`config.mk`:
```
export PLATFORM = sky130hd
export DESIGN_NAME = clk_bringup_seq
export DESIGN_NICKNAME = d
export VERILOG_FILES = /design/src/rtl/clkseq_pkg.sv /design/src/rtl/clkseq_sync_rise.sv /design/src/rtl/clkseq_freq_cmp.sv /design/src/rtl/clk_bringup_seq.sv
export SDC_FILE = /design/constraint.sdc
export NUM_CORES = 1
export LEC_CHECK = 0
export BUFFER_PORTS_ARGS = -buffer_cell sky130_fd_sc_hd__buf_2
export CORE_MARGIN = 3
export CORE_UTILIZATION = 40
export CTS_CLUSTER_SIZE = 30
export DETAILED_ROUTE_END_ITERATION = 6
export GPL_TIMING_DRIVEN = 0
export PLACE_DENSITY = 0.64
export SYNTH_ARGS = -nofsm -noshare
export SYNTH_HDL_FRONTEND = slang
export SYNTH_SLANG_ARGS = --single-unit
```
`constraint.sdc`:
```
create_clock -name clk -period 3.6 [get_ports clk]
set_clock_uncertainty 0.2 [all_clocks]
set_input_delay 0.72 -clock clk [delete_from_list [all_inputs] [get_ports clk]]
set_output_delay 0.72 -clock clk [all_outputs]
set_load 0.01 [all_outputs]
```
`src/rtl/clkseq_pkg.sv`:
```
package clkseq_pkg;
    typedef enum logic [3:0] {
        S_IDLE, S_BYP, S_PDN, S_SEL, S_DIV1, S_LOCK, S_MEAS, S_ERR
    } seq_state_e;

    typedef enum logic [1:0] {
        ERR_NONE = 2'd0,
        ERR_LOCK = 2'd1,
        ERR_FREQ = 2'd2
    } seq_err_e;
endpackage

```
`src/rtl/clkseq_sync_rise.sv`:
```
module clkseq_sync_rise #(
    parameter int STAGES = 2
) (
    input  logic clk,
    input  logic rst_n,
    input  logic async_i,
    output logic rise_o
);
    logic [STAGES:0] sh_d, sh_q;

    always_comb begin
        sh_d = {sh_q[STAGES-1:0], async_i};
    end

    always_ff @(posedge clk or negedge rst_n) begin
        if (!rst_n) sh_q <= '0;
        else        sh_q <= sh_d;
    end

    // rising edge seen after the synchroniser stages
    assign rise_o = sh_q[STAGES-1] & ~sh_q[STAGES];
endmodule

```
`src/rtl/clkseq_freq_cmp.sv`:
```
module clkseq_freq_cmp #(
    parameter int CNTW = 16
) (
    input  logic            clk,
    input  logic            rst_n,
    input  logic            run_i,
    input  logic            edge_i,
    input  logic [CNTW-1:0] win_i,
    input  logic [CNTW-1:0] lo_i,
    input  logic [CNTW-1:0] hi_i,
    output logic            end_o,
    output logic            pass_o
);
    localparam logic [CNTW:0] ONE_X = (CNTW+1)'(1);

    logic [CNTW-1:0] win_d, win_q;
    logic [CNTW-1:0] edg_d, edg_q;
    logic [CNTW-1:0] total;

    always_comb begin
        total  = edg_q + {{(CNTW-1){1'b0}}, edge_i};
        end_o  = run_i && (({1'b0, win_q} + ONE_X) >= {1'b0, win_i});
        pass_o = (total >= lo_i) && (total <= hi_i);
        if (run_i) begin
            win_d = win_q + CNTW'(1);
            edg_d = total;
        end else begin
            win_d = '0;
            edg_d = '0;
        end
    end

    always_ff @(posedge clk or negedge rst_n) begin
        if (!rst_n) begin
            win_q <= '0;
            edg_q <= '0;
        end else begin
            win_q <= win_d;
            edg_q <= edg_d;
        end
    end
endmodule

```
`src/rtl/clk_bringup_seq.sv`:
```
module clk_bringup_seq
    import clkseq_pkg::*;
#(
    parameter int CNTW        = 16,
    parameter int CFGW        = 32,
    parameter int SELW        = 2,
    parameter int BYP_WAIT    = 60,
    parameter int PDN_WAIT    = 60,
    parameter int SEL_WAIT    = 300,
    parameter int SYNC_STAGES = 2
) (
    input  logic            clk,
    input  logic            rst_n,
    input  logic            start_i,
    input  logic            clear_i,
    input  logic [SELW-1:0] osc_sel_i,
    input  logic [CFGW-1:0] pll_cfg_i,
    input  logic [CNTW-1:0] win_len_i,
    input  logic [CNTW-1:0] lo_i,
    input  logic [CNTW-1:0] hi_i,
    input  logic [CNTW-1:0] lock_tmo_i,
    input  logic            pll_lock_i,
    input  logic            pll_clk_i,
    output logic            pll_clk_en_o,
    output logic            pll_pwr_en_o,
    output logic [SELW-1:0] osc_sel_o,
    output logic            div1_wr_o,
    output logic            pll_cfg_wr_o,
    output logic [CFGW-1:0] pll_cfg_o,
    output logic            busy_o,
    output logic            done_o,
    output logic            err_o,
    output logic [1:0]      err_code_o
);
    localparam logic [CNTW-1:0] BYP_LAST = CNTW'(BYP_WAIT - 1);
    localparam logic [CNTW-1:0] PDN_LAST = CNTW'(PDN_WAIT - 1);
    localparam logic [CNTW-1:0] SEL_LAST = CNTW'(SEL_WAIT - 1);
    localparam logic [CNTW:0]   ONE_X    = (CNTW+1)'(1);

    typedef struct packed {
        seq_state_e      state;
        logic [CNTW-1:0] cnt;
        logic            clk_en;
        logic            pwr_en;
        logic [SELW-1:0] osc_sel;
        logic            div_wr;
        logic            cfg_wr;
        logic [CFGW-1:0] cfg;
        logic            busy;
        logic            done;
        logic            err;
        seq_err_e        code;
        logic [SELW-1:0] t_sel;
        logic [CFGW-1:0] t_cfg;
        logic [CNTW-1:0] t_win;
        logic [CNTW-1:0] t_lo;
        logic [CNTW-1:0] t_hi;
        logic [CNTW-1:0] t_tmo;
    } seq_regs_t;

    seq_regs_t d, q;
    logic      pll_rise;
    logic      meas_end;
    logic      meas_pass;

    clkseq_sync_rise #(.STAGES(SYNC_STAGES)) u_sync (
        .clk     (clk),
        .rst_n   (rst_n),
        .async_i (pll_clk_i),
        .rise_o  (pll_rise)
    );

    clkseq_freq_cmp #(.CNTW(CNTW)) u_freq (
        .clk    (clk),
        .rst_n  (rst_n),
        .run_i  (q.state == S_MEAS),
        .edge_i (pll_rise),
        .win_i  (q.t_win),
        .lo_i   (q.t_lo),
        .hi_i   (q.t_hi),
        .end_o  (meas_end),
        .pass_o (meas_pass)
    );

    always_comb begin
        d        = q;
        d.div_wr = 1'b0;
        d.cfg_wr = 1'b0;
        unique case (q.state)
            S_IDLE: if (start_i) begin
                d.state  = S_BYP;
                d.cnt    = '0;
                d.clk_en = 1'b0;
                d.busy   = 1'b1;
                d.done   = 1'b0;
                d.t_sel  = osc_sel_i;
                d.t_cfg  = pll_cfg_i;
                d.t_win  = win_len_i;
                d.t_lo   = lo_i;
                d.t_hi   = hi_i;
                d.t_tmo  = lock_tmo_i;
            end
            S_BYP: if (q.cnt == BYP_LAST) begin
                d.state  = S_PDN;
                d.cnt    = '0;
                d.pwr_en = 1'b0;
            end else d.cnt = q.cnt + CNTW'(1);
            S_PDN: if (q.cnt == PDN_LAST) begin
                d.state   = S_SEL;
                d.cnt     = '0;
                d.osc_sel = q.t_sel;
            end else d.cnt = q.cnt + CNTW'(1);
            S_SEL: if (q.cnt == SEL_LAST) begin
                d.state  = S_DIV1;
                d.cnt    = '0;
                d.div_wr = 1'b1;
            end else d.cnt = q.cnt + CNTW'(1);
            S_DIV1: begin
                d.state  = S_LOCK;
                d.cnt    = '0;
                d.cfg_wr = 1'b1;
                d.cfg    = q.t_cfg;
                d.pwr_en = 1'b1;
            end
            S_LOCK: if (pll_lock_i) begin
                d.state = S_MEAS;
                d.cnt   = '0;
            end else if (({1'b0, q.cnt} + ONE_X) >= {1'b0, q.t_tmo}) begin
                d.state = S_ERR;
                d.busy  = 1'b0;
                d.err   = 1'b1;
                d.code  = ERR_LOCK;
            end else d.cnt = q.cnt + CNTW'(1);
            S_MEAS: if (meas_end) begin
                d.busy = 1'b0;
                if (meas_pass) begin
                    d.state  = S_IDLE;
                    d.clk_en = 1'b1;
                    d.done   = 1'b1;
                end else begin
                    d.state = S_ERR;
                    d.err   = 1'b1;
                    d.code  = ERR_FREQ;
                end
            end
            S_ERR: if (clear_i) begin
                d.state = S_IDLE;
                d.err   = 1'b0;
                d.code  = ERR_NONE;
            end
            default: d.state = S_IDLE;
        endcase
    end

    always_ff @(posedge clk or negedge rst_n) begin
        if (!rst_n) begin
            q       <= '0;
            q.state <= S_IDLE;
            q.code  <= ERR_NONE;
        end else begin
            q <= d;
        end
    end

    assign pll_clk_en_o = q.clk_en;
    assign pll_pwr_en_o = q.pwr_en;
    assign osc_sel_o    = q.osc_sel;
    assign div1_wr_o    = q.div_wr;
    assign pll_cfg_wr_o = q.cfg_wr;
    assign pll_cfg_o    = q.cfg;
    assign busy_o       = q.busy;
    assign done_o       = q.done;
    assign err_o        = q.err;
    assign err_code_o   = q.code;
endmodule

```
## Yosys cells after proc, flatten, opt, wreduce, memory -nomap -nowiden

Index checks and enable logic that the tools add are counted.

| word-level totals | value |
|---|---|
| register bits | 196 |
| word-level logic and storage cells | 105 |
| output and inout bits | 43 |
| input bits | 104 |

| operators by class | value |
|---|---|
| add/sub/neg operators | 5 |
| magnitude comparators | 4 |
| eq/ne operators | 21 |
| reductions and logical operators | 17 |
| bitwise logic cells | 2 |
| mux-type cells | 35 |

Operators by type and width:

| cell | count |
|---|---|
| $mux W16 | 5 |
| $pmux W16 S5 | 1 |
| $add A16 B1 Y17 const B | 2 |
| $ge A17 B16 Y1 | 2 |
| $mux W33 | 1 |
| $add A16 B1 Y16 const B | 2 |
| $pmux W4 S8 | 1 |
| $mux W4 | 6 |
| $mux W21 | 1 |
| $mux W20 | 1 |
| $ne A2 B2 Y1 const B | 10 |
| $add A16 B1 Y16 | 1 |
| $eq A16 B6 Y1 const B | 1 |
| $eq A16 B9 Y1 const B | 1 |
| $eq A4 B3 Y1 const B | 4 |
| $ge A16 B16 Y1 | 1 |
| $le A16 B16 Y1 | 1 |
| $mux W3 | 5 |
| $pmux W3 S3 | 1 |
| $eq A4 B2 Y1 const B | 2 |
| $mux W1 | 7 |
| $reduce_and A7 Y1 | 1 |
| $ne A3 B3 Y1 const B | 2 |
| $pmux W1 S2 | 3 |
| 17 further kinds | 22 |

## Depth between registers and ports, before layout

| depth | value |
|---|---|
| depth after elaboration | 8 |
| gate-level depth with buffers | 16 |
| gate-level depth less buffers | 15 |

## Cells and area by module

From an unflattened synthesis, not the netlist that was laid out.

| second synthesis, totals | value |
|---|---|
| cell total of the unflattened synthesis | 891 |
| area, all modules | 10186.0 um^2 |

By module, submodules not included:

| module | cells each | sequential area each (um^2) | area an instance (um^2) | instances |
|---|---|---|---|---|
| clk_bringup_seq | 582 | 3978.8 | 7308.3 | 1 |
| clkseq_freq_cmp | 305 | 800.8 | 2788.9 | 1 |
| clkseq_sync_rise | 4 | 75.1 | 88.8 | 1 |

## Worst setup path before layout

Ideal clock, no wire load.

| timing | value |
|---|---|
| path type | register to register |
| start point | reg q[143] (netlist bit) |
| end point | reg q (netlist bit err_code_o[0]) |
| data required time | 3272 ps |
| stages on the path, launching flop included | 15 |
| path buffers | 1 |
| clock period less this slack | 3832 ps |
| setup time | 128 ps |
| slack | -232 ps |
| data arrival time | 3504 ps |
| cell sequence | dfrtp_1 and3_1 and3_1 clkbuf_1 and4_1 nand3_1 xnor2_1 ha_1 nand2_1 or4_4 a31o_4 a311oi_4 nor4_2 nor3_2 mux2_1 |

| between the ends | value |
|---|---|
| word-level cells in the longest chain between the ends | 4 |

Ends and longest elaborated chain:

| what | line | source |
|---|---|---|
| start: declaration | clk_bringup_seq.sv:61 | `seq_regs_t d, q;` |
| $add A16 B1 Y17 | clk_bringup_seq.sv:128 | `end else if (({1'b0, q.cnt} + ONE_X) >= {1'b0, q.t_tmo}) begin` |
| $ge A17 B16 Y1 | clk_bringup_seq.sv:128 |  |
| $ne A2 B2 Y1 (no source line) | n/a |  |
| $reduce_and A6 Y1 (no source line) | n/a |  |

No other way between the ends.
A chain may end at the register's enable or synchronous reset.

## Worst setup path in the final report

| timing | value |
|---|---|
| start point | reg q[145] (netlist bit) |
| end point | reg q (netlist bit err_code_o[1]) |

Same word-level chain as after synthesis.

==> metrics.yaml <==
floorplan:
  die_area_um2: 27300
  rows: 57
  die_x_um: 165
  io_pins: 147
  initial_core_util_pct: 41.2
  core-area_um2: 24600
  die_y_um: 165
setup_path:
  cp-start-kind: "flip-flop"
  end_kind: "flip-flop"
  cp_data_arrival_time_ps: 4010
  critPathMaxStageDelay_ps: 550
  critPathMostFrequentCell: "and3_4"
  criticalPathCategory: "flip-flop to flip-flop"
  critPathLaunch: "q[145]$_DFFE_PN0P_"
  crit_slowest_cell: "or4_4"
  rrSetupSlack_ps: -280
  critPathMaxFanout: 5
  path_cells: "and3_4 -> and3_4 -> and4_4 -> nand3_4 -> xnor2_4 -> ha_4 -> nand2_2 -> or4_4 -> a31o_4 -> a311oi_4 -> nor4_4 -> nor3_4 -> mux2_4"
  crit_end: "err_code_o[1]$_DFFE_PN0P_"
  r2r-end: "err_code_o[1]$_DFFE_PN0P_"
  worst_ep_required_time_ps: 3730
  r2r_cells: 13
  rr_startpoint: "q[145]$_DFFE_PN0P_"
placed_design:
  place_hpwl_um: 18100
  place_congestion: 0.862
  portBuffers: 146
  post-place-cells: 1525
pwr:
  ir_worst_vdd_uv: 298
  p_per_area_nw_per_um2: 670
  leakage_nw: 6.37
global_route:
  grt_usage_pct: 18.6
  grt_pass1_wl_um: 39800
  grt_pass1_vias: 7771
  antenna_found_initial: 3
  grt.overflow.total: 0
  grt_max_degree: 104
clock_tree:
  root_buffer: "clkbuf_16"
  clockBufferDepth: 2
  h-tree-depth: 4
  holdBufCountCts: 0
  cts.sinks: 194
  clkSlewWorstSetupHoldPaths_ps: 80
  cts_buffers: 17
  clkLatencyLatePin_ps: 440
  tritoncts: "built"
synth:
  ys_seq_elements: 194
  syn-cell-area_um2: 10100
  synth_cell_type_count: 68
  syn_area_per_cell_um2: 9.62
  async_flop_share_pct: 100
  synth_top_family_by_area: "simple AND/OR/NAND/NOR gates"
  synthSimpleGateAreaFrac_pct: 17.2
  netlist_top_cells_area: "dfrtp_1 48%, ha_1 8.4%, nand2_1 8.0%, o21ai_0 4.0%, mux2_2 3.8%"
  synth_fa_ha_area_share_pct: 8.39
  yosysTopAreaCellShare_pct: 47.9
  synth_edf_count: 0
  synth_flop_cell: "dfrtp_1"
  synthMuxAreaShare_pct: 4.11
  syn_inst: 1054
  syn_nets: 1226
  yosysWarnings: 0
  synth_compound_area_share_pct: 11.4
  ys_seq_area_share_pct: 47.9
  synth_top_area_cell: "dfrtp_1"
  synth-xor-area-share_pct: 3.71
worst_hold_path:
  hp-class: "primary input to async pin"
route:
  drc: 0
  dr.first_iter.drc_count: 492
  vias: 8057
  wl_um: 25600
  via_per_inst: 5.04
  wire_per_inst_um: 16.0
  ant_nets: 0
  dr.pass1.iters: 5
cells_and_area:
  area_growth_pct: 26.9
  num-nets-final: 1432
  drive_gt1_share_pct: 30.3
  fin_cells: 1599
timing:
  fmax_mhz: 258
  fin_crit_sh_pct: 108
  finalMaxSlewViolations: 0
  rsz0062_at_grt: "yes"
  slew_headroom_pct: 39.1
  layout_setup_ws_ps: -283
  fin_tns_setup_ps: -4450
  worst_pin_slew_ps: 906
  period_needed_ps: 3880
  hold_viol_final: 0
  final-setup-viol-count: 22
run:
  max-cap-violations: 0
status:
  violations: "setup timing"
  outcome: "finished, violations left"
cells by family (layout without fill, tap and decap cells):
group,count (synthesis),in the layout
compound gates,182,182
buf+inv,156,375
xor+xnor,43,43
other cells,0,2
mux,37,37
flops,194,194
fa+ha+maj,68,68
simple gates,374,374
synth_stat cells (2+ instances only):
master	count
a211oi_1	2
a21o_1	3
a21oi_1	34
a221oi_1	2
a22o_1	2
a41o_1	2
and2_1	36
and3_1	11
and4_1	4
buf_1	3
buf_2	4
buf_4	38
clkbuf_1	34
dfrtp_1	194
ha_1	68
inv_1	75
mux2_1	3
mux2_2	34
nand2_1	217
nand2b_1	4
nand3_1	30
nand3_2	2
nand3b_1	2
nand4_1	12
nor2_1	21
nor2b_1	4
nor3_1	15
nor4_1	4
nor4b_1	2
o211ai_1	3
o21a_1	3
o21ai_0	82
o21ai_1	8
o22ai_1	2
o311ai_1	10
o31a_1	2
o31ai_1	8
or3_1	3
xnor2_1	28
xor2_1	15
flip-flops by register name, indices dropped and copies added, names as in the netlist, 2 cells and up:
| register | count |
|---|---|
| q | 117 |
| pll_cfg_o | 32 |
| u_freq.edg_q | 16 |
| u_freq.win_q | 16 |
| u_sync.sh_q | 3 |
| err_code_o | 2 |
| osc_sel_o | 2 |
placed cells by master (no fill, tap or decap), drive strengths merged, types with 3 or more instances in the layout:
| cell type | n |
|---|---|
| nand3 | 32 |
| a21o | 3 |
| buf | 235 |
| clkbuf | 49 |
| mux2 | 37 |
| o21a | 3 |
| nand2b | 4 |
| o31ai | 9 |
| nor4 | 5 |
| o21ai | 90 |
| ha | 68 |
| nor2b | 4 |
| o311ai | 10 |
| and2 | 36 |
| and4 | 4 |
| a21oi | 34 |
| and3 | 11 |
| xnor2 | 28 |
| or3 | 4 |
| clkinv | 6 |
| o211ai | 3 |
| dfrtp | 194 |
| nand4 | 12 |
| inv | 84 |
| xor2 | 15 |
| nand2 | 217 |
| nor3 | 16 |
| o31a | 3 |
| a221oi | 3 |
| nor2 | 21 |
critical path, delay by kind of cell, from the launching register on:
family                   cells  cell delay, ps
AO/OA/AOI/OAI                2             610
XOR/XNOR                     1             200
multiplexers                 1             340
AND/OR/NAND/NOR              8            1770
flip-flops                   1             380
adder cells (fa/ha/maj)      1             290
stage by stage:
step | utilization [%] | hold slack [ps] | setup slack (ps) | instance area [µm²] | power (mW)
after floorplan | - | 131 | -77.4 | 10200 | 5.41
after global placement | 46.0 | 133 | -1720 | 11300 | 6.30
after detailed placement | 46.1 | 142 | -618 | 11300 | 6.40
after CTS | 50.5 | 115 | -248 | 12400 | 8.54
after global routing | 52.3 | 116 | -362 | 12900 | 9.29
final | 52.3 | 62.7 | -283 | 12900 | 8.63
repair_timing:
action / CTS / global route
buffers inserted: 23 / 21
pin swaps: 20 / 41
resized for setup: 60 / 50
setup endpoints to repair: 24 / 24
cloned: 1 / 0
worst min path at each step:
| stage | start | endpoint | depth (start not counted) | slack, ps |
|---|---|---|---|---|
| CTS | rst_n | q[155]$_DFFE_PN0P_ | 1 | 110 |
| floorplan | u_sync.sh_q[0]$_DFF_PN0_ | u_sync.sh_q[1]$_DFF_PN0_ | 0 | 130 |
| finish | rst_n | q[155]$_DFFE_PN0P_ | 1 | 60 |
| global route | rst_n | q[155]$_DFFE_PN0P_ | 1 | 120 |
| detailed placement | u_sync.sh_q[0]$_DFF_PN0_ | u_sync.sh_q[1]$_DFF_PN0_ | 0 | 140 |
| global placement | u_sync.sh_q[0]$_DFF_PN0_ | u_sync.sh_q[1]$_DFF_PN0_ | 0 | 130 |
per-layer routing:
layer	GRT usage [%]	vias up	part of all wire, %
met2	30.0	155	49
met4	5.95	2	2.0
met1	25.2	3894	45
li1	-	3969	-
met5	0	-	0.059
met3	3.67	37	3.5
layout make-up:
class                   instances  area (µm²)
inverters                      76         285
plain buffers                  77         464
multi-input cells             704        5140
clock inverters                15         183
diodes                          2        5.00
fillers                      2244       11700
flip-flops and latches        194        4860
well taps                     324         405
clock buffers                  17         425
repair buffers                190        1110
power breakdown:
part	switching (mW)	internal, mW	leakage, nW
Sequential	0.316	2.92	2.48
Clock	0.971	0.947	0.294
Combinational	2.01	1.47	3.59
Note: power is estimated with default switching activity, not from simulation.
